--- src/rtl/fp_ctrl_status_pkg.sv ---
package fp_ctrl_status_pkg;
  localparam int unsigned WORD_W  = 32;
  localparam int unsigned EXC_W   = 6;
  localparam int unsigned FLAG_LO = 28;
  localparam int unsigned CTRL_LO = 22;
  localparam int unsigned IDN_POS = 7;
  localparam logic [WORD_W-1:0] RSVD_MASK = 32'h0C3F_FF60;
endpackage

--- src/rtl/fcs_write_hold.sv ---
module fcs_write_hold
  import fp_ctrl_status_pkg::*;
(
  input  logic              clk,
  input  logic              rst_n,
  input  logic              wr_en,
  input  logic [WORD_W-1:0] wr_data,
  input  logic              busy,
  output logic              commit,
  output logic [WORD_W-1:0] commit_data
);
  logic              pend_q, pend_n;
  logic [WORD_W-1:0] hold_q;
  logic              hold_en;

  always_comb begin
    hold_en     = wr_en & busy;
    commit      = ~busy & (wr_en | pend_q);
    commit_data = wr_en ? wr_data : hold_q;
    pend_n      = pend_q;
    if (hold_en)   pend_n = 1'b1;
    else if (~busy) pend_n = 1'b0;
  end

  always_ff @(posedge clk or negedge rst_n) begin
    if (!rst_n) pend_q <= 1'b0;
    else        pend_q <= pend_n;
  end

  always_ff @(posedge clk) begin
    if (hold_en) hold_q <= wr_data;
  end

  AST_NO_COMMIT_BUSY: assert property (@(posedge clk) disable iff (!rst_n)
    busy |-> !commit);
  AST_PEND_DRAIN: assert property (@(posedge clk) disable iff (!rst_n)
    (pend_q && !busy) |-> commit);
endmodule

--- src/rtl/fcs_exc_merge.sv ---
module fcs_exc_merge
  import fp_ctrl_status_pkg::*;
#(
  parameter int unsigned NUM_UNITS = 3
) (
  input  logic [EXC_W*NUM_UNITS-1:0] exc_pulse,
  output logic [EXC_W-1:0]           exc_any
);
  logic [EXC_W-1:0] part [NUM_UNITS+1];

  assign part[0] = '0;
  for (genvar u = 0; u < NUM_UNITS; u++) begin : g_unit
    assign part[u+1] = part[u] | exc_pulse[u*EXC_W +: EXC_W];
  end
  assign exc_any = part[NUM_UNITS];
endmodule

--- src/rtl/fp_ctrl_status.sv ---
module fp_ctrl_status
  import fp_ctrl_status_pkg::*;
#(
  parameter int unsigned NUM_UNITS = 3
) (
  input  logic                       clk,
  input  logic                       rst_n,
  input  logic                       wr_en,
  input  logic [31:0]                wr_data,
  input  logic                       busy,
  output logic [31:0]                rd_data,
  input  logic                       cmp_valid,
  input  logic [3:0]                 cmp_flags,
  input  logic [6*NUM_UNITS-1:0]     exc_pulse,
  output logic [1:0]                 round_mode,
  output logic                       flush_zero,
  output logic                       default_nan,
  output logic [3:0]                 nzcv_copy
);
  logic              commit;
  logic [WORD_W-1:0] commit_data;
  logic [EXC_W-1:0]  exc_any;

  logic [3:0]       flag_q, flag_n;
  logic [3:0]       ctrl_q, ctrl_n;
  logic [EXC_W-1:0] cum_q, cum_n, cum_base;

  fcs_write_hold u_hold (
    .clk(clk), .rst_n(rst_n), .wr_en(wr_en), .wr_data(wr_data),
    .busy(busy), .commit(commit), .commit_data(commit_data)
  );

  fcs_exc_merge #(.NUM_UNITS(NUM_UNITS)) u_merge (
    .exc_pulse(exc_pulse), .exc_any(exc_any)
  );

  always_comb begin
    flag_n   = flag_q;
    ctrl_n   = ctrl_q;
    cum_base = cum_q;
    if (commit) begin
      flag_n   = commit_data[FLAG_LO +: 4];
      ctrl_n   = commit_data[CTRL_LO +: 4];
      cum_base = {commit_data[IDN_POS], commit_data[4:0]};
    end else if (cmp_valid) begin
      flag_n   = cmp_flags;
    end
    cum_n = cum_base | exc_any;
  end

  always_ff @(posedge clk or negedge rst_n) begin
    if (!rst_n) begin
      flag_q <= '0;
      ctrl_q <= '0;
      cum_q  <= '0;
    end else begin
      flag_q <= flag_n;
      ctrl_q <= ctrl_n;
      cum_q  <= cum_n;
    end
  end

  always_comb begin
    rd_data = '0;
    rd_data[FLAG_LO +: 4] = flag_q;
    rd_data[CTRL_LO +: 4] = ctrl_q;
    rd_data[IDN_POS]      = cum_q[5];
    rd_data[4:0]          = cum_q[4:0];
  end

  assign round_mode  = ctrl_q[1:0];
  assign flush_zero  = ctrl_q[2];
  assign default_nan = ctrl_q[3];
  assign nzcv_copy   = flag_q;

  AST_RSVD_ZERO: assert property (@(posedge clk) disable iff (!rst_n)
    (rd_data & RSVD_MASK) == '0);
  AST_FLAG_HOLD: assert property (@(posedge clk) disable iff (!rst_n)
    (!cmp_valid && !commit) |=> $stable(nzcv_copy));
  AST_CMP_LOAD: assert property (@(posedge clk) disable iff (!rst_n)
    (cmp_valid && !commit) |=> nzcv_copy == $past(cmp_flags));
  AST_STICKY_KEEP: assert property (@(posedge clk) disable iff (!rst_n)
    !commit |=> (cum_q & $past(cum_q)) == $past(cum_q));
  AST_PULSE_SETS: assert property (@(posedge clk) disable iff (!rst_n)
    1'b1 |=> (cum_q & $past(exc_any)) == $past(exc_any));
  AST_CTRL_HOLD: assert property (@(posedge clk) disable iff (!rst_n)
    !commit |=> $stable({default_nan, flush_zero, round_mode}));
endmodule

--- config.mk ---
export PLATFORM = sky130hd
export DESIGN_NAME = fp_ctrl_status
export DESIGN_NICKNAME = d
export VERILOG_FILES = /design/src/rtl/fp_ctrl_status_pkg.sv /design/src/rtl/fcs_write_hold.sv /design/src/rtl/fcs_exc_merge.sv /design/src/rtl/fp_ctrl_status.sv
export SDC_FILE = /design/constraint.sdc
export NUM_CORES = 1
export LEC_CHECK = 0
export ABC_CLOCK_PERIOD_IN_PS = 1050
export BUFFER_PORTS_ARGS = -buffer_cell sky130_fd_sc_hd__buf_2
export CAP_MARGIN = 20
export CORE_MARGIN = 2
export CORE_UTILIZATION = 35
export CTS_CLUSTER_SIZE = 8
export DETAILED_ROUTE_END_ITERATION = 10
export PLACE_DENSITY = 0.77
export SLEW_MARGIN = 20
export SYNTH_ARGS = -nofsm -noshare
export SYNTH_HDL_FRONTEND = slang
export SYNTH_SLANG_ARGS = --single-unit
export TNS_END_PERCENT = 10
--- constraint.sdc ---
create_clock -name clk -period 1.05 [get_ports clk]
set_clock_uncertainty 0.15 [all_clocks]
set_input_delay 0.105 -clock clk [delete_from_list [all_inputs] [get_ports clk]]
set_output_delay 0.105 -clock clk [all_outputs]
set_load 0.1 [all_outputs]
==> impl_metrics.toml, run 1 <==
[route]
via_count = 1138
viasPerCell = 4.38
firstDrtPassIters = 4
drc = 0
ant_nets = 0
drt_iter0_drc = 37
drt_wl_total_mm = 3.47
wl_per_cell_um = 13.3

[synth]
synth_top_cell_area_share_pct = 29.6
synth.area.top_cells = "edfxtp_1 (30%), dfrtp_1 (26%), buf_4 (14%)"
syn_area_per_cell_um2 = 12.2
yosysWarnings = 0
synth_area_um2 = 1420
synth.largest_area_cell = "edfxtp_1"
post_synth_num_cell_types = 17
synthCells = 116
yosys_register_bits = 29
synth-seq-area-share_pct = 56.0

[worst_setup_path]
setup.worst_path.class = "reg2out"
crit_family = "flip-flops"
rr_worst_depth = 4
path_cells = "buf_12"
cp_slowest_cell = "dfrtp_4"
max_stage_delay_ns = 0.51
worst-path-buf-inv = 1
r2r-end = "cum_q[0]$_DFF_PN0_"
startpoint_type = "flip-flop"
arrival_ns = 0.96
required_ns = 0.79
worst-path-max-fanout = 3
r2r-start = "u_hold.pend_q$_DFFE_PN0P_"
rrSetupSlack_ns = -0.12
cp-end-kind = "output port"

[grt]
use_met3_pct = 5.00
grt_pass1_wl_mm = 5.30
grt.total_usage_pct = 15.9
use_met2_pct = 29.9
gr-total-overflow = 0
grt_busiest_layer = "met2"
grt_pass1_vias = 1194
grt_max_degree = 17
use_met1_pct = 16.3
antenna_found_initial = 0

[clocking]
ctsHoldBuffers = 29
clock_latency_ns = 0.27
cts_tree = "done"
cts_buffer_depth = 2
cts_buffers = 5
root_buffer = "clkbuf_8"
cts.sinks = 29
path_clk_slew_ns = 0.06
h-tree-depth = 2

[power]
comb_power_share_pct = 43.0
swShare_pct = 40.6
p_int_mw = 2.44
power.switching_mw = 1.67
power_frac_seq_pct = 34.5
power.leakage_nw = 1.10
peakVddDrop_mv = 0.796
pwr-share-clk_pct = 22.5
power.density_nw_per_um2 = 1650

[outcome]
violations = "hold timing, setup timing"
outcome = "finished, violations left"

[floorplanning]
io_pins = 99
die_area_um2 = 4580
core_um2 = 3940
fp.dieW_um = 67.7
die_h_um = 67.7
rows = 23
start_util_pct = 36.0

[sta]
fin_crit_sh_pct = 116
rsz0062_at_grt = "true"
hold_violations = 4
setup_slack_ns = -0.167
drv_slew = 0
fmax_ghz = 0.821
setup_viol = 36
post-route-min-period_ns = 1.22
fin_hold_ws_ns = -0.0848

[finish]
diodes = 0
drive_gt1_share_pct = 46.2
nets = 268
postLayoutCellArea_um2 = 2490
area_growth_pct = 75.4

[worst_hold_path]
hold_path_depth = 3
hold_path.class = "in2reg"
worstHoldStart = "exc_pulse[9]"
min_to = "cum_q[3]$_DFF_PN0_"

[placed_design]
port_buffers = 62
gp_congestion = 0.654
post-place-ws_ns = -0.128
dp.final_hpwl_mm = 2.15
detailed_place.area_um2 = 2090

[job]
cap_violations = 0
-- power by group through the flow --
| stage | logic (mW) | registers [mW] | clock network, mW |
|---|---|---|---|
| global placement | 1.66 | 1.43 | 0 |
| detailed placement | 1.67 | 1.44 | 0 |
| CTS | 1.77 | 1.42 | 0.956 |
| floorplan | 0.950 | 1.76 | 0 |
| finish | 1.77 | 1.42 | 0.923 |
| global route | 1.83 | 1.43 | 1.01 |
-- metal layers --
metal  share of wire (%)  routed length [um]  up-vias
met1                  37                1280      532
met4                 1.5                  51        0
met5                   0                   0        -
li1                    -                   -      548
met3                 6.9                 240        5
met2                  55                1890       53
-- stage by stage --
stage	util, %	instances	setup TNS [ns]	total power, mW
after floorplan	-	133	-1.54	2.71
after global placement	53.0	223	-1.21	3.10
final	63.2	260	-4.03	4.11
after global routing	63.2	260	-5.21	4.26
after detailed placement	53.0	223	-1.58	3.11
after CTS	63.2	260	-4.36	4.14
-- cell usage after synthesis, drive strengths merged --
library cell / n
nor2b: 4
o211ai: 6
nor3: 6
clkbuf: 1
mux2i: 14
buf: 30
and2: 1
edfxtp: 14
o21ai: 4
o21a: 1
conb: 1
a211oi: 4
a21oi: 4
nand2: 10
o21bai: 1
dfrtp: 15
-- state kept, by name, indices dropped and copies added (netlist names) --
name and count:
u_hold.pend_q 1, u_hold.hold_q 14, nzcv_copy 4, cum_q 6
ctrl_q 4
-- worst max-delay path by stage --
stage,from,end,slack (ns),cells past startpoint
6_report,ctrl_q[1]$_DFFE_PN0P_,round_mode[1],-0.17,1
3_5_place_dp,u_hold.pend_q$_DFFE_PN0P_,nzcv_copy[1]$_DFFE_PN0P_,-0.13,4
2_1_floorplan,u_hold.pend_q$_DFFE_PN0P_,cum_q[0]$_DFF_PN0_,-0.09,4
4_1_cts,ctrl_q[1]$_DFFE_PN0P_,round_mode[1],-0.18,1
3_3_place_gp,u_hold.pend_q$_DFFE_PN0P_,nzcv_copy[2]$_DFFE_PN0P_,-0.1,4
5_1_grt,ctrl_q[1]$_DFFE_PN0P_,rd_data[23],-0.19,1
-- placed cells by master (no fill, tap or decap), drive strengths merged, types with 4 or more instances in the layout --
cell	n
a211oi	4
a21oi	4
buf	71
clkbuf	8
conb	18
dfrtp	15
dlygate4sd3	29
edfxtp	14
mux2i	14
nand2	10
nor2b	4
nor3	6
o211ai	6
o21ai	4
-- what timing repair did --
| action | CTS | global route |
|---|---|---|
| setup buffers | 0 | 0 |
| pin swaps | 3 | 1 |
| endpoints found under the hold margin | 43 | 4 |
| setup endpoints to repair | 36 | 36 |
| gates resized for setup | 4 | 0 |
-- cells by family (layout without fill, tap and decap cells) --
kind of cell / Yosys count / count (layout) / share of synthesized area (%)
buffers and inverters: 31 / 108 / 16.9
AOI/OAI and AO/OA: 20 / 20 / 9.96
muxes: 14 / 14 / 9.87
other: 1 / 18 / 0.264
DFF: 29 / 29 / 56.0
and+or+nand+nor: 21 / 21 / 6.96
-- final cells by class --
cell class	instances	area (um^2)
Clock buffer	8	90.1
Fill cell	294	1450
Multi-Input combinational cell	73	469
Sequential cell	29	833
Tap cell	50	62.6
Timing Repair Buffer	100	1040
No activity file was read; power rests on OpenSTA's default activity.
==> inputs of run 2 (changes only) <==
- SKIP_CTS_REPAIR_TIMING: unset -> 1
==> run 2 against run 1 <==
Effect of this change:
- the run still ends with hold timing, setup timing left
- clock-buffer cell count unchanged
- largest cell class unchanged
- register-to-register slack improved by 0.03 ns
- largest power group unchanged
- clock power barely moved
- final area shrank 3.2%
- sequential share of layout area rose by 1.1 points
- non-clock buffer count shrank 8
==> impl_metrics.toml, run 2 (synthesis gave the netlist of run 1 again) <==
[outcome]
outcome = "finished, violations left"
violations = "hold timing, setup timing"

[route]
ant_nets = 0
wl_per_cell_um = 12.6
drt_wl_total_mm = 3.17
firstDrtPassIters = 4
via_count = 1108
top_layer = "met4"
wl_met2_mm = 1.68
wl_met3_um = 256
met1_length_mm = 1.20
drc = 0
drt_iter0_drc = 32
viasPerCell = 4.40

[clocking]
clock_latency_ns = 0.27
cts.sinks = 29
cts_buffers = 5
root_buffer = "clkbuf_8"
h-tree-depth = 2
cts_buffer_depth = 2
path_clk_slew_ns = 0.06
cts_tree = "done"

[finish]
final_core_util_pct = 61.2
drive_gt1_share_pct = 48.0
nets = 260
area_growth_pct = 69.8
mostFrequentLayoutCell = "buf_2"
postLayoutCellArea_um2 = 2410
top_register = "u_hold.hold_q"
diodes = 0
largest_reg_flops = 14
layout_common_cells = "buf_2 (40), buf_12 (25), dlygate4sd3_1 (21)"
largest_registers = "u_hold.hold_q x14, cum_q x6"

[floorplanning]
core_um2 = 3940
die_area_um2 = 4580
rows = 23
io_pins = 99
fp.dieW_um = 67.7
start_util_pct = 36.0
die_h_um = 67.7

[worst_setup_path]
path_cells = "buf_12"
crit_start = "ctrl_q[1]$_DFFE_PN0P_"
crit_family = "flip-flops"
worst-path-max-fanout = 3
worst-path-buf-inv = 1
startpoint_type = "flip-flop"
cp-end-kind = "output port"
r2r-start = "u_hold.pend_q$_DFFE_PN0P_"
max_stage_delay_ns = 0.51
required_ns = 0.79
setup.worst_path.class = "reg2out"
arrival_ns = 0.96
cp_slowest_cell = "dfrtp_4"

[sta]
hold_violations = 9
fin_crit_sh_pct = 116
rsz0062_at_grt = "true"
setup_slack_ns = -0.166
fmax_ghz = 0.822
setup_viol = 36
post-route-min-period_ns = 1.22
drv_slew = 0
fin_hold_ws_ns = -0.0897

[grt]
antenna_found_initial = 0
grt_pass1_vias = 935
grt.total_usage_pct = 12.6
gr-total-overflow = 0
grt_pass1_wl_mm = 4.22
grt_max_degree = 17

[power]
power.density_nw_per_um2 = 1690
peakVddDrop_mv = 0.790
power.leakage_nw = 1.07

[worst_hold_path]
hold_path.class = "in2reg"
worstHoldStart = "exc_pulse[1]"

[placed_design]
detailed_place.area_um2 = 2090
gp_congestion = 0.654
dp.final_hpwl_mm = 2.15
port_buffers = 62

[job]
cap_violations = 0
[run 2: per-stage QoR]
stage	total power, mW	TNS (ns)	cells	worst slack, ns
global placement	3.10	-1.21	223	-0.0956
finish	4.08	-3.92	252	-0.166
detailed placement	3.11	-1.58	223	-0.128
global route	4.23	-5.14	252	-0.190
CTS	4.05	-4.46	231	-0.177
floorplan	2.71	-1.54	133	-0.0921
[run 2: worst paths after layout]
check                                            to  cells after the start  slack (ns)
max                                   round_mode[1]                      1       -0.17
min                              cum_q[1]$_DFF_PN0_                      3       -0.09
max reg2reg                      cum_q[4]$_DFF_PN0_                      3       -0.09
min reg2reg                   ctrl_q[0]$_DFFE_PN0P_                      2        0.37
max in group asynchronous     ctrl_q[2]$_DFFE_PN0P_                      2        0.31
min in group asynchronous  nzcv_copy[0]$_DFFE_PN0P_                      2        0.13
[run 2: layer usage]
metal / vias up / track usage, %
met5: - / 0
met4: 0 / 5.36
met3: 4 / 5.17
met2: 55 / 21.1
met1: 517 / 14.1
li1: 532 / -
[run 2: layout make-up]
class / count / area, um^2
timing repair buffer: 92 / 956
clock buffer: 8 / 90.1
tap: 50 / 62.6
multi-input combinational: 73 / 469
fill: 304 / 1530
sequential: 29 / 833
[run 2: report_power, final]
group          internal, mW  switching, mW  total [mW]
Clock                 0.533          0.390       0.923
Sequential             1.32         0.0994        1.42
Combinational         0.570           1.17        1.74
Total                  2.42           1.66        4.08
